`src/rtl/spif_pkg.sv`:
```
package spif_pkg;
  localparam int DIV_W   = 4;
  localparam int DUMMY_W = 4;
  localparam int CFG_W   = 21;

  localparam logic [1:0] WID_SINGLE = 2'd0;
  localparam logic [1:0] WID_DUAL   = 2'd1;
  localparam logic [1:0] WID_QUAD   = 2'd2;

  typedef enum logic [2:0] {
    ST_IDLE, ST_CMD, ST_ADDR, ST_DUMMY, ST_DATA, ST_XFER
  } spif_state_t;

  // packed: cs_hold is bit 20, opcode is bits [7:0]
  typedef struct packed {
    logic               cs_hold;
    logic               manual;
    logic               late;
    logic [1:0]         width;
    logic [DIV_W-1:0]   div;
    logic [DUMMY_W-1:0] dummy;
    logic [7:0]         opcode;
  } spif_cfg_t;
endpackage

```
`src/rtl/spif_clkgen.sv`:
```
module spif_clkgen #(
  parameter int DW = 4
) (
  input  logic          clk,
  input  logic          rst,
  input  logic          run,
  input  logic [DW-1:0] div,
  output logic          sck,
  output logic          rise,
  output logic          fall
);
  logic [DW-1:0] cnt;
  logic          at_lim;

  assign at_lim = run && (cnt == div);
  assign rise   = at_lim && !sck;
  assign fall   = at_lim && sck;

  always_ff @(posedge clk) begin
    if (rst || !run) begin
      cnt <= '0;
      sck <= 1'b0;
    end else if (at_lim) begin
      cnt <= '0;
      sck <= ~sck;
    end else begin
      cnt <= cnt + 1'b1;
    end
  end


  sck_step_chk: assert property (@(posedge clk) disable iff (rst)
    (run && cnt != div) |=> $stable(sck));

  sck_rest_chk: assert property (@(posedge clk) disable iff (rst)
    !run |=> !sck);
endmodule

```
`src/rtl/spif_shift.sv`:
```
module spif_shift #(
  parameter int SR_W = 32
) (
  input  logic            clk,
  input  logic            rst,
  input  logic            load,
  input  logic [SR_W-1:0] load_val,
  input  logic            shift,
  input  logic [1:0]      wsh,
  input  logic            cap,
  input  logic [3:0]      din,
  output logic [SR_W-1:0] tx,
  output logic [SR_W-1:0] rx_now
);
  logic [SR_W-1:0] rx_q, rx_sh, tx_sh;

  always_comb begin
    case (wsh)
      2'd0: begin
        rx_sh = {rx_q[SR_W-2:0], din[1]};
        tx_sh = {tx[SR_W-2:0], 1'b0};
      end
      2'd1: begin
        rx_sh = {rx_q[SR_W-3:0], din[1:0]};
        tx_sh = {tx[SR_W-3:0], 2'b00};
      end
      default: begin
        rx_sh = {rx_q[SR_W-5:0], din};
        tx_sh = {tx[SR_W-5:0], 4'h0};
      end
    endcase
  end

  assign rx_now = cap ? rx_sh : rx_q;

  always_ff @(posedge clk) begin
    if (rst) begin
      tx   <= '0;
      rx_q <= '0;
    end else begin
      if (load)       tx <= load_val;
      else if (shift) tx <= tx_sh;
      if (cap)        rx_q <= rx_sh;
    end
  end
endmodule

```
`src/rtl/spi_flash_ctrl.sv`:
```
module spi_flash_ctrl
  import spif_pkg::*;
#(
  parameter bit DEF_QUAD = 1'b1,
  parameter int DEF_DIV  = 1,
  parameter int ADDR_W   = 24
) (
  input  logic              clk,
  input  logic              rst,
  input  logic              mem_req,
  input  logic [ADDR_W-1:0] mem_addr,
  output logic              mem_ack,
  output logic [31:0]       mem_rdata,
  input  logic              reg_req,
  input  logic              reg_wr,
  input  logic              reg_addr,
  input  logic [31:0]       reg_wdata,
  output logic              reg_ack,
  output logic [31:0]       reg_rdata,
  output logic              spi_cs_n,
  output logic              spi_sck,
  output logic [3:0]        spi_dq_o,
  output logic [3:0]        spi_dq_oe,
  input  logic [3:0]        spi_dq_i
);
  localparam int DATA_W = 32;
  localparam int SR_W   = ADDR_W + 8;
  localparam int BITS_W = $clog2(SR_W + 1);

  localparam spif_cfg_t CFG_RST = '{
    cs_hold: 1'b0, manual: 1'b0, late: 1'b0,
    width:   DEF_QUAD ? WID_QUAD : WID_SINGLE,
    div:     DIV_W'(DEF_DIV),
    dummy:   DEF_QUAD ? DUMMY_W'(6) : DUMMY_W'(0),
    opcode:  DEF_QUAD ? 8'hEB : 8'h03
  };

  spif_state_t       state;
  spif_cfg_t         cfg, cfg_in;
  logic              cs_act;
  logic [BITS_W-1:0] bits;
  logic [7:0]        rx_byte;
  logic              sck, rise, fall, run, phase_end, cap, load, shift;
  logic              start_dir, start_man, cfg_acc;
  logic [1:0]        wsh, cfg_wsh;
  logic [SR_W-1:0]   load_val, tx, rx_now;

  assign cfg_in  = spif_cfg_t'(reg_wdata[CFG_W-1:0]);
  assign cfg_wsh = (cfg.width == WID_SINGLE) ? 2'd0 :
                   (cfg.width == WID_DUAL)   ? 2'd1 : 2'd2;
  assign wsh     = (state == ST_CMD || state == ST_XFER) ? 2'd0 : cfg_wsh;
  assign run     = (state != ST_IDLE);
  assign phase_end = fall && (bits == BITS_W'(1));
  assign shift   = fall && !phase_end;
  assign cap     = (state == ST_DATA || state == ST_XFER) && (cfg.late ? fall : rise);

  assign start_man = (state == ST_IDLE) && reg_req && !reg_ack && reg_wr && reg_addr && cfg.manual;
  assign cfg_acc   = (state == ST_IDLE) && reg_req && !reg_ack && !start_man;
  assign start_dir = (state == ST_IDLE) && !cfg_acc && !start_man && mem_req && !mem_ack && !cs_act;

  always_comb begin
    load     = 1'b1;
    load_val = '0;
    if (start_dir)
      load_val = {cfg.opcode, {ADDR_W{1'b0}}};
    else if (start_man)
      load_val = {reg_wdata[7:0], {ADDR_W{1'b0}}};
    else if (phase_end && state == ST_CMD)
      load_val = {mem_addr[ADDR_W-1:2], 2'b00, 8'h00};
    else
      load = 1'b0;
  end

  spif_clkgen #(.DW(DIV_W)) clkgen_i (
    .clk(clk), .rst(rst), .run(run), .div(cfg.div),
    .sck(sck), .rise(rise), .fall(fall)
  );

  spif_shift #(.SR_W(SR_W)) shift_i (
    .clk(clk), .rst(rst), .load(load), .load_val(load_val), .shift(shift),
    .wsh(wsh), .cap(cap), .din(spi_dq_i), .tx(tx), .rx_now(rx_now)
  );

  always_ff @(posedge clk) begin
    if (rst) begin
      state     <= ST_IDLE;
      cfg       <= CFG_RST;
      cs_act    <= 1'b0;
      bits      <= '0;
      rx_byte   <= '0;
      mem_ack   <= 1'b0;
      mem_rdata <= '0;
      reg_ack   <= 1'b0;
      reg_rdata <= '0;
    end else begin
      mem_ack <= 1'b0;
      reg_ack <= 1'b0;
      case (state)
        ST_IDLE: begin
          if (start_man) begin
            cs_act <= 1'b1;
            bits   <= BITS_W'(8);
            state  <= ST_XFER;
          end else if (cfg_acc) begin
            if (reg_wr && !reg_addr) begin
              cfg    <= cfg_in;
              cs_act <= cs_act && cfg_in.cs_hold;
            end
            reg_rdata <= reg_addr ? {24'h0, rx_byte} : 32'(cfg);
            reg_ack   <= 1'b1;
          end else if (start_dir) begin
            cs_act <= 1'b1;
            bits   <= BITS_W'(8);
            state  <= ST_CMD;
          end
        end
        default: begin
          if (phase_end) begin
            case (state)
              ST_CMD: begin
                state <= ST_ADDR;
                bits  <= BITS_W'(ADDR_W >> cfg_wsh);
              end
              ST_ADDR: begin
                if (cfg.dummy != '0) begin
                  state <= ST_DUMMY;
                  bits  <= BITS_W'(cfg.dummy);
                end else begin
                  state <= ST_DATA;
                  bits  <= BITS_W'(DATA_W >> cfg_wsh);
                end
              end
              ST_DUMMY: begin
                state <= ST_DATA;
                bits  <= BITS_W'(DATA_W >> cfg_wsh);
              end
              ST_DATA: begin
                state     <= ST_IDLE;
                cs_act    <= 1'b0;
                mem_rdata <= {rx_now[7:0], rx_now[15:8], rx_now[23:16], rx_now[31:24]};
                mem_ack   <= 1'b1;
              end
              default: begin
                state   <= ST_IDLE;
                cs_act  <= cfg.cs_hold;
                rx_byte <= rx_now[7:0];
                reg_ack <= 1'b1;
              end
            endcase
          end else if (fall) begin
            bits <= bits - 1'b1;
          end
        end
      endcase
    end
  end

  always_comb begin
    spi_dq_o  = 4'b1100;
    spi_dq_oe = 4'b1100;
    case (state)
      ST_CMD, ST_XFER: begin
        spi_dq_o[0] = tx[SR_W-1];
        spi_dq_oe   = 4'b1101;
      end
      ST_ADDR: begin
        case (wsh)
          2'd0: begin spi_dq_o[0] = tx[SR_W-1]; spi_dq_oe = 4'b1101; end
          2'd1: begin spi_dq_o[1:0] = tx[SR_W-1 -: 2]; spi_dq_oe = 4'b1111; end
          default: begin spi_dq_o = tx[SR_W-1 -: 4]; spi_dq_oe = 4'b1111; end
        endcase
      end
      ST_DUMMY, ST_DATA: spi_dq_oe = (wsh == 2'd2) ? 4'b0000 : 4'b1100;
      default: ;
    endcase
  end

  assign spi_cs_n = !cs_act;
  assign spi_sck  = sck;


  ack_cs_chk: assert property (@(posedge clk) disable iff (rst)
    mem_ack |-> spi_cs_n);

  busy_ack_chk: assert property (@(posedge clk) disable iff (rst)
    (state != ST_IDLE) |-> (!mem_ack && !reg_ack));

  dummy_hiz_chk: assert property (@(posedge clk) disable iff (rst)
    ($rose(spi_sck) && state == ST_DUMMY) |-> !spi_dq_oe[0]);

  hold_cs_chk: assert property (@(posedge clk) disable iff (rst)
    ($past(state == ST_XFER) && state == ST_IDLE && cfg.cs_hold) |-> !spi_cs_n);
endmodule

```
`config.mk`:
```
export PLATFORM = sky130hd
export DESIGN_NAME = spi_flash_ctrl
export DESIGN_NICKNAME = d
export VERILOG_FILES = /design/src/rtl/spif_pkg.sv /design/src/rtl/spif_clkgen.sv /design/src/rtl/spif_shift.sv /design/src/rtl/spi_flash_ctrl.sv
export SDC_FILE = /design/constraint.sdc
export NUM_CORES = 1
export LEC_CHECK = 0
export ABC_AREA = 1
export BUFFER_PORTS_ARGS = -buffer_cell sky130_fd_sc_hd__buf_4
export CAP_MARGIN = 20
export CORE_ASPECT_RATIO = 1.2
export CORE_MARGIN = 5
export CORE_UTILIZATION = 57
export CTS_CLUSTER_DIAMETER = 50
export CTS_CLUSTER_SIZE = 12
export DETAILED_ROUTE_END_ITERATION = 16
export HOLD_SLACK_MARGIN = 0.06
export PLACE_DENSITY = 0.91
export SYNTH_ARGS = -nofsm -noshare
export SYNTH_HDL_FRONTEND = slang
export SYNTH_HIERARCHICAL = 1
export SYNTH_SLANG_ARGS = --single-unit
```
`constraint.sdc`:
```
create_clock -name clk -period 3 [get_ports clk]
set_input_delay 0.3 -clock clk [delete_from_list [all_inputs] [get_ports clk]]
set_output_delay 0.3 -clock clk [all_outputs]
set_load 0.1 [all_outputs]
```
==> run summary <==
outcome = completed
total power = 0.00733 W
post-synthesis sequential area ratio = 37.7%
WL/cell = 14.3 µm
mux contribution to synthesized area = 0%
clk buf depth = 2
number of max-cap violations = 0
share of post-route cells with drive strength above 1 = 15.5%
Num CTS Buffers = 17
power per cell area = 723 mW/mm²
Critical Path AT = 3.17 ns
wire length of the first global-routing pass = 37700 µm
number of global-route vias before repair = 8056
I/O Buffers = 117
slowest CP cell = clkinvlp_4
synthesized flop and latch total = 163
Req. time, crit path = 3.32 ns
pin count of the biggest net entering global routing = 51
initial antenna violation count = 0
Core ar. = 0.0150 mm²
f_max = 350 MHz
Synth Area in Compound Gates = 17.2%
setup_tns = 0 ns
Syn. warnings = 6
CP max FO = 30
total gr overflow = 0
RR Startpoint = state[0]$_SDFFE_PP0P_
final hold violation count = 0
FILL cells = 1240
die area = 0.0177 mm²
startpoint type of the worst setup path = register
largest family of logic cells by synthesized area = simple AND/OR/NAND/NOR gates
total wire length = 23100 µm
GRT Util Overall = 25.5%
hold depth = 3
r2r setup slk = 0.15 ns
FF-to-FF path depth = 13
hold path startpoint = reg_wdata[12]
dpl hpwl = 15700 µm
worst hold-check path type = in -> reg
remaining antenna violation count = 0
DP Cell Count = 1587
worst hold endpoint = cfg[12]$_SDFFE_PP1P_
Initial Util = 57.8%
worst r2r dst = shift_i/tx[2]$_SDFFE_PP0P_
Simple-Gate Fraction of Synth Area = 32.2%
DRC violations left = 0
Final Wtd Congestion = 0.966
height of the die = 145 µm
Sink Count = 163
XOR/XNOR Fraction of Synth Area = 0.506%
CTS tree = yes
Vias/cell = 5.48
clock skew = 0.0121 ns
post-synth cell types = 39
worst path cell trace = nor2_4 > nand2_4 > buf_4 > nor2_8 > nand2_2 > nand2_1 > inv_1 > nand2_1 > clkinvlp_4 > nand3_1 > nand3_1 > nor2_1 > nor2_1
final slew viol count = 0
clock root buffer = clkbuf_16
DRT iter0 DRCs = 926
Worst path max stage delay = 0.46 ns
die width = 122 µm
htree depth = 4
Rel. slew slack = 60.4%
Slew @ Worst Pin = 0.594 ns
Pre-antenna DRT Iters = 6
Adder-Cell Fraction of Synth Area = 0.434%
Final Cycle Share = 95.1%
setup violators final = 0
Peak VDD IR = 0.463 mV
post-route minimum period = 2.85 ns
Syn Area/Cell = 6.57 µm²
Mapped Cells = 1317
Post-CTS Setup Bufs = 0
Area Overhead vs Synth = 17.3%
Layout Cells excl Fill = 1619
clock slew seen by the registers of the worst setup and hold paths = 0.07 ns
Final nets = 1471
I/O pins = 142
CP Capture Type = register
leakage = 4.70 nW
diode count = 0
Cell Area, Synth = 0.00865 mm²
Skew-Pair Late Insertion Delay = 0.43 ns
Cell Rows = 49
CP Class = reg -> reg
via count = 8871
## per-stage QoR
stage	hold WS (ns)	utilization [%]	area [µm²]	setup WS, ns
floorplan	0.424	-	8720	0.0776
global placement	0.449	63.5	9510	0.211
detailed placement	0.456	63.5	9510	0.0804
CTS	0.0707	67.7	10100	0.137
global route	0.0929	67.8	10100	-0.00294
finish	0.0793	67.8	10100	0.146
## sequential cells by signal, indices dropped and copies added (netlist names)
name	flops
mem_rdata	32
shift_i/rx_q	32
shift_i/tx	32
cfg	21
reg_rdata	21
rx_byte	8
bits	6
clkgen_i/cnt	4
state	3
clkgen_i/sck	1
cs_act	1
mem_ack	1
reg_ack	1
## cell usage after synthesis, drive strengths merged
cell	n	area (µm²)
nand2	315	1210
nor2	232	953
dfxtp	163	3260
inv	133	504
a21oi	121	609
nand3	103	538
o21ai	75	375
buf	60	409
o211ai	47	403
clkbuf	32	120
a31oi	10	62.6
nand4	6	37.5
ha	3	37.5
or2	3	18.8
xor2	3	26.3
nor3	2	10.0
xnor2	2	17.5
a211oi	1	7.51
a21boi	1	7.51
a22oi	1	7.51
conb	1	3.75
nand3b	1	11.3
o21a	1	7.51
o22ai	1	6.26
## repair_timing
action,CTS,global route
gates resized for setup,1,5
endpoints found under the setup margin,9,38
endpoints found under the hold margin,0,0
hold buffers,0,0
## layout by cell type, fill, tap and decap left out, types with 6 or more instances in the layout
cell / netlist / layout
nor2_1: 222 / 221
nor2_4: 6 / 7
inv_1: 122 / 119
nand4_1: 6 / 6
clkbuf_16: 0 / 17
a31oi_1: 10 / 10
dfxtp_1: 163 / 162
o21ai_0: 73 / 72
o211ai_1: 37 / 37
buf_4: 20 / 137
nand2_1: 309 / 309
o211ai_2: 10 / 10
a21oi_1: 120 / 120
inv_6: 0 / 9
conb_1: 1 / 21
inv_2: 9 / 8
nand3_1: 100 / 100
## worst max-delay path, delay by kind of cell (launching register included)
kind	cells	cell delay, ns
flip-flops	1	0.36
AND/OR/NAND/NOR	10	1.53
buffers and inverters	3	0.85
## how the worst max path moves through the flow
stage / start / to / slack (ns) / cells past startpoint
2_1_floorplan: state[2]$_SDFFE_PP0P_ / spi_dq_oe[3] / 0.08 / 5
3_3_place_gp: state[0]$_SDFFE_PP0P_ / mem_rdata[11]$_SDFFE_PP0P_ / 0.21 / 16
3_5_place_dp: state[0]$_SDFFE_PP0P_ / mem_rdata[9]$_SDFFE_PP0P_ / 0.08 / 16
4_1_cts: state[0]$_SDFFE_PP0P_ / mem_rdata[9]$_SDFFE_PP0P_ / 0.14 / 16
5_1_grt: state[0]$_SDFFE_PP0P_ / shift_i/tx[2]$_SDFFE_PP0P_ / -0.003 / 13
6_report: state[0]$_SDFFE_PP0P_ / shift_i/tx[2]$_SDFFE_PP0P_ / 0.15 / 13
## power by group
part	internal [W]	switching (W)
clock network	0.00133	0.000953
logic	0.000654	0.00186
registers	0.00235	0.000176
## metal layers
metal | vias up | global-route usage (%) | wire length, µm
met5 | - | 0 | 0
met4 | 0 | 10.4 | 884
met3 | 85 | 4.59 | 1840
met2 | 436 | 43.7 | 11500
met1 | 3987 | 31.2 | 8950
li1 | 4363 | - | -
## cell families (layout without fill, tap and decap cells)
| family | after synthesis | in the layout |
|---|---|---|
| AO/OA/AOI/OAI | 258 | 258 |
| XOR/XNOR | 5 | 5 |
| adder cells (fa/ha/maj) | 3 | 3 |
| buffers and inverters | 225 | 303 |
| flip-flops | 163 | 163 |
| other | 1 | 21 |
| AND/OR/NAND/NOR | 662 | 662 |
## final cells by class
cell class              instances  area (µm²)  area share, %
clock buffers                  17         425           4.19
clock inverters                15         190           1.88
inverters                     133         510           5.03
multi-input cells             949        4450           43.9
flip-flops and latches        163        3260           32.2
well taps                     204         255           2.52
repair buffers                138        1050           10.3
(Power assumes the default switching activity.)
